**src/rtl/fps_pkg.sv**
```systemverilog
package fps_pkg;

  // timing field positions: software packs these, the sequencer decodes them
  localparam int PROG_LSB  = 0;
  localparam int PROG_W    = 12;
  localparam int RELAX_LSB = 12;
  localparam int RELAX_W   = 4;
  localparam int READ_LSB  = 16;
  localparam int READ_W    = 6;
  localparam int TIM_W     = READ_LSB + READ_W;

  typedef enum logic [2:0] {
    S_IDLE, S_READ, S_GAPR, S_SCAN, S_PROG, S_GAPP, S_POST
  } fps_state_e;

  // a zero field still yields one cycle
  function automatic logic [PROG_W-1:0] clamp_len(input logic [PROG_W-1:0] raw);
    return (raw == '0) ? PROG_W'(1) : raw;
  endfunction

  function automatic logic [PROG_W-1:0] prog_len(input logic [TIM_W-1:0] t);
    return clamp_len(t[PROG_LSB +: PROG_W]);
  endfunction

  function automatic logic [PROG_W-1:0] relax_len(input logic [TIM_W-1:0] t);
    return clamp_len(PROG_W'(t[RELAX_LSB +: RELAX_W]));
  endfunction

  function automatic logic [PROG_W-1:0] read_len(input logic [TIM_W-1:0] t);
    return clamp_len(PROG_W'(t[READ_LSB +: READ_W]));
  endfunction

endpackage

```
**src/rtl/fps_timer.sv**
```systemverilog
module fps_timer #(
  parameter int CNT_W = 12
) (
  input  logic             clk,
  input  logic             rst_n,
  input  logic             load_i,
  input  logic [CNT_W-1:0] val_i,
  output logic             zero_o
);
  logic [CNT_W-1:0] cnt_q;

  always_ff @(posedge clk or negedge rst_n) begin
    if (!rst_n)              cnt_q <= '0;
    else if (load_i)         cnt_q <= val_i;
    else if (cnt_q != '0)    cnt_q <= cnt_q - 1'b1;
  end

  assign zero_o = (cnt_q == '0);

  // counter never wraps upward on its own
  p_count_down_r6: assert property (@(posedge clk) disable iff (!rst_n)
    (!load_i && cnt_q != '0) |=> (cnt_q == $past(cnt_q) - 1'b1));
endmodule

```
**src/rtl/fps_shreg.sv**
```systemverilog
module fps_shreg #(
  parameter int DATA_W = 32,
  localparam int IDX_W = $clog2(DATA_W)
) (
  input  logic              clk,
  input  logic              rst_n,
  input  logic              load_i,
  input  logic [DATA_W-1:0] val_i,
  input  logic              shift_i,
  output logic              lsb_o,
  output logic              empty_o,
  output logic [IDX_W-1:0]  idx_o
);
  logic [DATA_W-1:0] sh_q;
  logic [IDX_W-1:0]  idx_q;

  always_ff @(posedge clk or negedge rst_n) begin
    if (!rst_n) begin
      sh_q  <= '0;
      idx_q <= '0;
    end else if (load_i) begin
      sh_q  <= val_i;
      idx_q <= '0;
    end else if (shift_i) begin
      sh_q  <= {1'b0, sh_q[DATA_W-1:1]};
      idx_q <= idx_q + 1'b1;
    end
  end

  assign lsb_o   = sh_q[0];
  assign empty_o = (sh_q == '0);
  assign idx_o   = idx_q;

  // zero fill: a shift can only remove set bits, never add them
  p_shift_no_grow_r3: assert property (@(posedge clk) disable iff (!rst_n)
    (shift_i && !load_i) |=> ($countones(sh_q) <= $countones($past(sh_q))));
endmodule

```
**src/rtl/fuse_prog_seq.sv**
```systemverilog
module fuse_prog_seq
  import fps_pkg::*;
#(
  parameter int DATA_W   = 32,
  parameter int ADDR_W   = 8,
  parameter int POST_CYC = 200,
  localparam int IDX_W   = $clog2(DATA_W),
  localparam int POST_BW = $clog2(POST_CYC + 1),
  localparam int CNT_W   = (POST_BW > PROG_W) ? POST_BW : PROG_W
) (
  input  logic              clk,
  input  logic              rst_n,
  input  logic              start_i,
  input  logic [ADDR_W-1:0] addr_i,
  input  logic [DATA_W-1:0] data_i,
  input  logic [TIM_W-1:0]  timing_i,
  input  logic [DATA_W-1:0] rd_data_i,
  output logic              busy_o,
  output logic [ADDR_W-1:0] fuse_addr_o,
  output logic              fuse_rd_stb_o,
  output logic              fuse_prog_stb_o,
  output logic [IDX_W-1:0]  fuse_bit_o,
  output logic              done_o
);
  fps_state_e        state_q, state_d;
  logic [ADDR_W-1:0] addr_q;
  logic [DATA_W-1:0] data_q;
  logic [RELAX_LSB+RELAX_W-1:0] tim_q;
  logic              done_q;

  // named internal events
  logic              accept;
  logic              tmr_zero, tmr_load;
  logic [CNT_W-1:0]  tmr_val;
  logic              sh_load, sh_shift, sh_lsb, sh_empty;
  logic [DATA_W-1:0] masked;
  logic              post_end;

  assign accept   = (state_q == S_IDLE) && start_i;
  assign masked   = data_q & ~rd_data_i;
  assign post_end = (state_q == S_POST) && tmr_zero;

  always_comb begin
    state_d  = state_q;
    tmr_load = 1'b0;
    tmr_val  = '0;
    sh_load  = 1'b0;
    sh_shift = 1'b0;
    unique case (state_q)
      S_IDLE: if (start_i) begin
        state_d  = S_READ;
        tmr_load = 1'b1;
        tmr_val  = CNT_W'(read_len(timing_i) - 1'b1);
      end
      S_READ: if (tmr_zero) begin
        state_d  = S_GAPR;
        sh_load  = 1'b1;
        tmr_load = 1'b1;
        tmr_val  = CNT_W'(relax_len(TIM_W'(tim_q)) - 1'b1);
      end
      S_GAPR, S_GAPP: if (tmr_zero) state_d = S_SCAN;
      S_SCAN: begin
        tmr_load = 1'b1;
        if (sh_empty) begin
          state_d = S_POST;
          tmr_val = CNT_W'(POST_CYC - 1);
        end else if (sh_lsb) begin
          state_d = S_PROG;
          tmr_val = CNT_W'(prog_len(TIM_W'(tim_q)) - 1'b1);
        end else begin
          tmr_load = 1'b0;
          sh_shift = 1'b1;
        end
      end
      S_PROG: if (tmr_zero) begin
        state_d  = S_GAPP;
        sh_shift = 1'b1;
        tmr_load = 1'b1;
        tmr_val  = CNT_W'(relax_len(TIM_W'(tim_q)) - 1'b1);
      end
      S_POST: if (tmr_zero) state_d = S_IDLE;
      default: state_d = S_IDLE;
    endcase
  end

  always_ff @(posedge clk or negedge rst_n) begin
    if (!rst_n) begin
      state_q <= S_IDLE;
      addr_q  <= '0;
      data_q  <= '0;
      tim_q   <= '0;
      done_q  <= 1'b0;
    end else begin
      state_q <= state_d;
      done_q  <= post_end;
      if (accept) begin
        addr_q <= addr_i;
        data_q <= data_i;
        tim_q  <= timing_i[RELAX_LSB+RELAX_W-1:0];
      end
    end
  end

  fps_timer #(.CNT_W(CNT_W)) u_timer (
    .clk(clk), .rst_n(rst_n), .load_i(tmr_load), .val_i(tmr_val), .zero_o(tmr_zero)
  );

  fps_shreg #(.DATA_W(DATA_W)) u_shreg (
    .clk(clk), .rst_n(rst_n), .load_i(sh_load), .val_i(masked),
    .shift_i(sh_shift), .lsb_o(sh_lsb), .empty_o(sh_empty), .idx_o(fuse_bit_o)
  );

  assign busy_o          = (state_q != S_IDLE);
  assign fuse_addr_o     = addr_q;
  assign fuse_rd_stb_o   = (state_q == S_READ);
  assign fuse_prog_stb_o = (state_q == S_PROG);
  assign done_o          = done_q;

  p_strobe_excl_r2: assert property (@(posedge clk) disable iff (!rst_n)
    !(fuse_rd_stb_o && fuse_prog_stb_o));

  p_addr_hold_r8: assert property (@(posedge clk) disable iff (!rst_n)
    (busy_o && $past(busy_o)) |-> $stable(fuse_addr_o));

  p_bit_hold_r4: assert property (@(posedge clk) disable iff (!rst_n)
    (fuse_prog_stb_o && $past(fuse_prog_stb_o)) |-> $stable(fuse_bit_o));

  p_done_pulse_r11: assert property (@(posedge clk) disable iff (!rst_n)
    done_o |=> !done_o);

  p_done_after_busy_r11: assert property (@(posedge clk) disable iff (!rst_n)
    done_o |-> (!busy_o && $past(busy_o)));

  p_start_ignored_r9: assert property (@(posedge clk) disable iff (!rst_n)
    (busy_o && start_i && !post_end) |=> busy_o);
endmodule

```
**config.mk**
```make
export PLATFORM = sky130hd
export DESIGN_NAME = fuse_prog_seq
export DESIGN_NICKNAME = d
export VERILOG_FILES = /design/src/rtl/fps_pkg.sv /design/src/rtl/fps_timer.sv /design/src/rtl/fps_shreg.sv /design/src/rtl/fuse_prog_seq.sv
export SDC_FILE = /design/constraint.sdc
export NUM_CORES = 1
export LEC_CHECK = 0
export ABC_AREA = 1
export BUFFER_PORTS_ARGS = -buffer_cell sky130_fd_sc_hd__buf_2
export CORE_MARGIN = 1.5
export CORE_UTILIZATION = 30
export DETAILED_ROUTE_END_ITERATION = 6
export MAX_ROUTING_LAYER = met4
export PLACE_DENSITY = 0.49
export SYNTH_ARGS = -nofsm -noshare
export SYNTH_HDL_FRONTEND = slang
export SYNTH_HIERARCHICAL = 1
export SYNTH_SLANG_ARGS = --single-unit
```
**constraint.sdc**
```tcl
create_clock -name clk -period 1.95 [get_ports clk]
set_input_delay 0 -clock clk [delete_from_list [all_inputs] [get_ports clk]]
set_output_delay 0 -clock clk [all_outputs]
set_load 0.1 [all_outputs]
```
==> results.toml, run 1 <==
[outcome]
status = "finished, final reports clean"

[detailed_routing]
vias_per_cell = 4.50
drc = 0
firstDrtPassIters = 4
wl_per_cell_microns = 13.2
finalWirelength_mm = 16.5
postRouteAntennaNets = 0
num_vias = 5637
drt-initial-drc-count = 250

[final_layout]
final_common_cell = "nand2_1"
synthToLayoutAreaGrowth_pct = 48.1
drive_above_1_share_pct = 30.9
antenna_cells = 0
final_cell_mix = "230 x nand2_1, 112 x buf_2, 109 x dfrtp_1"
fin_nets = 1118
stdcell_area_sq_um = 8450

[critical_path]
critPathBufInv = 0
critPathLaunchType = "flop"
arrival_ns = 2.12
crit_family = "simple AND/OR/NAND/NOR gates"
r2r_start = "tim_q[9]"
path_class = "reg2reg"
r2r-end = "u_timer/cnt_q[6]"
path_common_cell = "nand2_1"
end_kind = "flop"
crit_fanout = 3
r2r_slack_ns = 0.07
slowest_stage = "dfrtp_1"
reg2regPathDepth = 13
worst_path_largest_cell_delay_ns = 0.39
path_cells = "nor2_2, nand2_1, nor2_2, a21oi_2, ha_2, nand3_2, xor2_1, o21ai_1, nand2_1, nand2_1, or2_1, nand2_1, nor2_1"
critPathRequiredTime_ns = 2.19

[synthesis]
syn_inst = 742
yosysWarnings = 6
synth_simple_gate_area_share_pct = 28.5
ys.flop_type = "dfrtp_1"
synth-xor-area-share_pct = 1.38
synth_top_family_by_area = "simple AND/OR/NAND/NOR gates"
synth_area_sq_um = 5700
ys_ff_latch = 109
async_flop_share_pct = 100
synth.area.mux_share_pct = 0
yosys.area_share.adder_pct = 1.32
yosysUniqueCellTypes = 36
postSynthAreaPerCell_sq_um = 7.69
synth_edf_count = 0
seq_area_frac_synth_pct = 47.8
synth_compound_area_share_pct = 12.8
synth_nets = 845

[sta]
setup_viol = 0
finClkSkew_ns = 0.00935
worstMarginPinSlew_ns = 0.497
finalHoldViolCount = 0
fin_crit_sh_pct = 96.6
whs_ns = 0.0104
period_needed_ns = 1.88
slew_viol_final = 0
rsz0062_at_grt = "yes"
relSlewSlack_pct = 67.1
max_clock_freq_ghz = 0.531

[worst_hold_path]
min_from = "rd_data_i[29]"
holdPathEnd = "u_shreg/sh_q[29]"
hp-class = "in2reg"
hold_depth = 4

[die]
rows = 50
io-pin-count = 114
initial_core_util_pct = 30.5
dieArea_sq_um = 19900
die_x_microns = 141
die_y_microns = 141
core_area_sq_um = 18700

[grt]
grt_usage_pct = 17.4
grt_pass1_wl_mm = 26.7
antenna_found_initial = 0
grt_pass1_vias = 5605
grt.overflow.total = 0
grt_max_degree = 79

[clocking]
clk_latency_ns = 0.35
cts_buffers = 9
clockRootBuffer = "clkbuf_16"
clk_pin_slew_worst_paths_ns = 0.07
clock-sinks = 109
cts_max_level = 3
cts_buffer_depth = 2
cts_tree = "built"

[flow_run]
maxCapViolCount = 0

[placement]
dpl-instance-area_sq_um = 7200
io_buffer_count = 113
place_congestion = 0.872
hpwl_mm = 11.6

[power_and_ir_drop]
p_per_area_nw_per_um2 = 553
ir_drop_mv = 0.414
p_leak_uw = 0.00421
[kinds of logic (layout without fill, tap and decap cells)]
family	after synthesis	in the layout
and+or+nand+nor	389	389
buffers and inverters	109	386
AOI/OAI and AO/OA	120	120
DFF	109	109
xor gates and xnor gates	9	9
adders and majority gates	6	6
[power breakdown]
part | leakage (uW) | switching [uW] | internal [uW]
sequential | 0.00117 | 26.6 | 2330
clock | 0.000138 | 885 | 875
combinational | 0.00290 | 293 | 260
[per-stage QoR]
stage	setup slack [ns]	std cells	total power [uW]	TNS, ns	utilization [%]
2_1_floorplan	-0.0631	742	2590	-0.0631	-
3_3_place_gp	-0.0321	1160	2840	-0.0507	38.5
3_5_place_dp	-0.0488	1160	2850	-0.198	38.5
4_1_cts	0.00340	1243	4720	0	43.6
5_1_grt	-0.0713	1253	4890	-1.15	45.2
6_report	0.0656	1253	4670	0	45.2
[cell type report]
class | instances | area, sq um
Inverter | 85 | 322
Timing Repair Buffer | 286 | 2120
Clock buffer | 9 | 225
Multi-Input combinational cell | 524 | 2710
Clock inverter | 6 | 47.5
Sequential cell | 109 | 2730
Fill cell | 1870 | 10300
Tap cell | 234 | 293
[tightest hold or removal path, cell delays in order]
cell and delay, ns:
buf_2 0.09, nor2_1 0.09, a22oi_1 0.09, nand2_1 0.06
[registers in the layout, summed over array words and instances, names as in the netlist]
name and cells:
u_shreg/idx_o 5, u_timer/cnt_q 12, state_q 3, u_shreg/sh_q 32
fuse_addr_o 8, tim_q 16, data_q 32, done_o 1
[Yosys cell counts, types with 2 or more instances]
master	number	share of area (%)
a21oi_1	8	0.70
or2_2	2	0.22
o22ai_1	2	0.22
o211ai_1	5	0.66
buf_2	16	1.4
buf_6	3	0.59
nor2_2	6	0.66
inv_1	79	5.2
nor3_1	3	0.26
nor2_4	7	1.4
o21ai_1	9	0.79
dfrtp_1	109	48
nand2_2	6	0.66
o21ai_0	59	5.2
nor2_1	94	6.2
nand3_1	27	2.4
o21bai_1	2	0.26
a21oi_2	2	0.31
a22oi_1	27	3.6
nand4_1	3	0.33
xor2_1	7	1.1
nand2_1	236	16
ha_1	6	1.3
inv_2	6	0.39
a22o_1	2	0.31
o221ai_1	2	0.31
buf_4	4	0.53
xnor2_1	2	0.31
[timing repair]
action,4_1_cts,5_1_grt
hold buffers,62,0
cloned,0,2
gates resized for setup,8,55
pin swaps,5,30
setup endpoints to repair,18,36
endpoints found under the hold margin,117,0
buffers inserted,6,8
[per-layer routing]
layer	GRT usage, %	part of all wire [%]	wire length, microns
met1	21.3	47	7740
met2	29.4	48	7920
met3	2.79	3.3	540
met4	5.37	1.7	283
met5	-	0	0
[worst max path at each step]
| stage | from | end | slack, ns | depth (start not counted) |
|---|---|---|---|---|
| final | tim_q[9] | u_timer/cnt_q[6] | 0.07 | 13 |
| after global routing | tim_q[9] | u_timer/cnt_q[6] | -0.07 | 13 |
| after CTS | u_shreg/sh_q[24] | u_timer/cnt_q[6] | 0.003 | 14 |
| after detailed placement | u_timer/cnt_q[0] | u_shreg/sh_q[27] | -0.05 | 10 |
| after global placement | u_timer/cnt_q[0] | u_shreg/sh_q[28] | -0.03 | 10 |
| after floorplan | state_q[0] | u_timer/cnt_q[6] | -0.06 | 11 |
(Power assumes the default switching activity.)
==> run 2, diff against run 1 <==
--- a/config.mk
+++ b/config.mk
@@ -8,4 +8,5 @@
 export ABC_AREA = 1
 export BUFFER_PORTS_ARGS = -buffer_cell sky130_fd_sc_hd__buf_2
+export CORE_ASPECT_RATIO = 1.1
 export CORE_MARGIN = 1.5
 export CORE_UTILIZATION = 30
@@ -13,4 +14,5 @@
 export MAX_ROUTING_LAYER = met4
 export PLACE_DENSITY = 0.49
+export SKIP_LAST_GASP = 1
 export SYNTH_ARGS = -nofsm -noshare
 export SYNTH_HDL_FRONTEND = slang
==> constraint.sdc (replaced) <==
create_clock -name clk -period 1.95 [get_ports clk]
set_input_delay 0.195 -clock clk [delete_from_list [all_inputs] [get_ports clk]]
set_output_delay 0.195 -clock clk [all_outputs]
set_load 0.1 [all_outputs]
==> results.toml, run 2 (synthesized netlist as in run 1, its figures left out) <==
[detailed_routing]
vias_per_cell = 4.47
num_vias = 5352
finalWirelength_mm = 16.4
drc = 0
drt-initial-drc-count = 213
wl_per_cell_microns = 13.7
firstDrtPassIters = 4
postRouteAntennaNets = 0

[critical_path]
path_cells = "inv_2, ha_4, nand3_4, nor3_4, inv_2, nor2_4, nor2_4, buf_6, buf_4, a22o_1"
arrival_ns = 2.17
critPathLaunchType = "flop"
r2r-end = "u_shreg/idx_o[1]"
path_class = "reg2reg"
end_kind = "flop"
worst_path_largest_cell_delay_ns = 0.39
reg2regPathDepth = 10
crit_fanout = 5
critPathRequiredTime_ns = 2.20
r2r_slack_ns = 0.03
r2r_start = "u_timer/cnt_q[1]"
slowest_stage = "dfrtp_1"

[final_layout]
fin_nets = 1053
final_cell_mix = "227 x nand2_1, 110 x buf_2, 109 x dfrtp_1"
nFillCells = 1932
antenna_cells = 0
drive_above_1_share_pct = 34.2
final_common_cell = "nand2_1"
top_regs = "data_q: 32 flops, u_shreg/sh_q: 32 flops, tim_q: 16 flops"
synthToLayoutAreaGrowth_pct = 40.5

[grt]
grt_usage_pct = 16.9
grt.overflow.total = 0
grt_pass1_vias = 5240
grt_max_degree = 102
antenna_found_initial = 0
grt_pass1_wl_mm = 25.6

[clocking]
cts_buffer_depth = 2
clk_pin_slew_worst_paths_ns = 0.08
clock-sinks = 109
cts_max_level = 3
cts_tree = "built"
cts_buffers = 9
clockRootBuffer = "clkbuf_16"
clk_latency_ns = 0.36

[power_and_ir_drop]
p_per_area_nw_per_um2 = 592
seqPwrFrac_pct = 49.6
switchingPower_uw = 1210
power_uw = 4750
clockPowerShare_pct = 40.5
combPwrFrac_pct = 9.9
power.internal_uw = 3530
switching_share_pct = 25.6
ir_drop_mv = 0.391
p_leak_uw = 0.00395

[die]
dieArea_sq_um = 19900
die_y_microns = 148
die_x_microns = 134
core_area_sq_um = 18500
initial_core_util_pct = 30.8
rows = 52
io-pin-count = 114

[sta]
rsz0062_at_grt = "yes"
fin_crit_sh_pct = 98.6
finClkSkew_ns = 0.0113
max_clock_freq_ghz = 0.520
worstMarginPinSlew_ns = 0.517
setup-tns-final_ns = 0
slew_viol_final = 0
finalHoldViolCount = 0
setup_viol = 0
period_needed_ns = 1.92
relSlewSlack_pct = 65.6

[worst_hold_path]
holdPathEnd = "fuse_addr_o[0]"
hold_depth = 3
hp-class = "in2reg"
min_from = "addr_i[0]"

[placement]
io_buffer_count = 113
hpwl_mm = 11.6
place_congestion = 0.830

[flow_run]
maxCapViolCount = 0

[outcome]
status = "finished, final reports clean"
run 2: changes by cell type in the layout (fill, tap and decap cells not counted), sizes merged:
cell         before  now
bufinv            0    1
buf             223  216
dlygate4sd3      62    1
clkbuf           10   13
run 2: routing by layer:
metal	GRT usage (%)	routed length, microns
met3	2.02	404
met4	5.32	208
met5	-	0
met2	27.9	8190
met1	21.7	7620
run 2: layout make-up:
cell class	instances	area [sq um]	area share, %
multi-input combinational	524	2800	34.9
sequential	109	2730	34.0
timing repair buffer	221	1550	19.4
inverter	85	324	4.04
tap	243	304	3.79
clock buffer	9	225	2.81
clock inverter	7	81.3	1.01
run 2: power by group through the flow:
stage,combinational (uW),clock [uW],sequential [uW]
after floorplan,132,0,2460
after detailed placement,452,0,2400
after global routing,526,2050,2360
after CTS,458,1980,2350
final,468,1920,2360
after global placement,455,0,2400
run 2: how the worst max path moves through the flow:
stage	slack, ns	endpoint	from	depth (start not counted)
5_1_grt	-0.12	u_shreg/sh_q[25]	u_timer/cnt_q[1]	11
3_5_place_dp	-0.14	u_shreg/idx_o[3]	u_timer/cnt_q[0]	11
2_1_floorplan	-0.06	u_timer/cnt_q[6]	state_q[0]	11
6_report	0.03	u_shreg/idx_o[1]	u_timer/cnt_q[1]	10
3_3_place_gp	-0.09	u_shreg/sh_q[1]	u_timer/cnt_q[0]	10
4_1_cts	-0.006	u_shreg/sh_q[1]	u_shreg/sh_q[25]	13
run 2: timing repair:
item	in CTS	in global routing
endpoints found under the hold margin	33	0
resized for setup	9	77
pin swaps	2	42
setup endpoints to repair	44	52
cloned	0	6
hold buffers	1	0
buffers inserted	1	15
run 2: metrics by stage:
step | util, % | worst slack [ns] | hold slack, ns | cell area, sq um | cells
after floorplan | - | -0.0631 | -0.101 | 5720 | 742
after global placement | 38.6 | -0.0885 | 0.206 | 7160 | 1160
after detailed placement | 38.6 | -0.137 | 0.209 | 7160 | 1160
after CTS | 40.5 | -0.00633 | 0.0230 | 7510 | 1178
after global routing | 43.2 | -0.120 | 0.0325 | 8020 | 1198
final | 43.2 | 0.0279 | 0.0373 | 8020 | 1198
run 2: worst max-delay path, delay by kind of cell (launching register included):
| kind | cells | cell delay (ns) |
|---|---|---|
| adder cells (fa/ha/maj) | 1 | 0.14 |
| AND/OR/NAND/NOR | 4 | 0.62 |
| buffers and inverters | 4 | 0.46 |
| AO/OA/AOI/OAI | 1 | 0.20 |
| flip-flops | 1 | 0.39 |
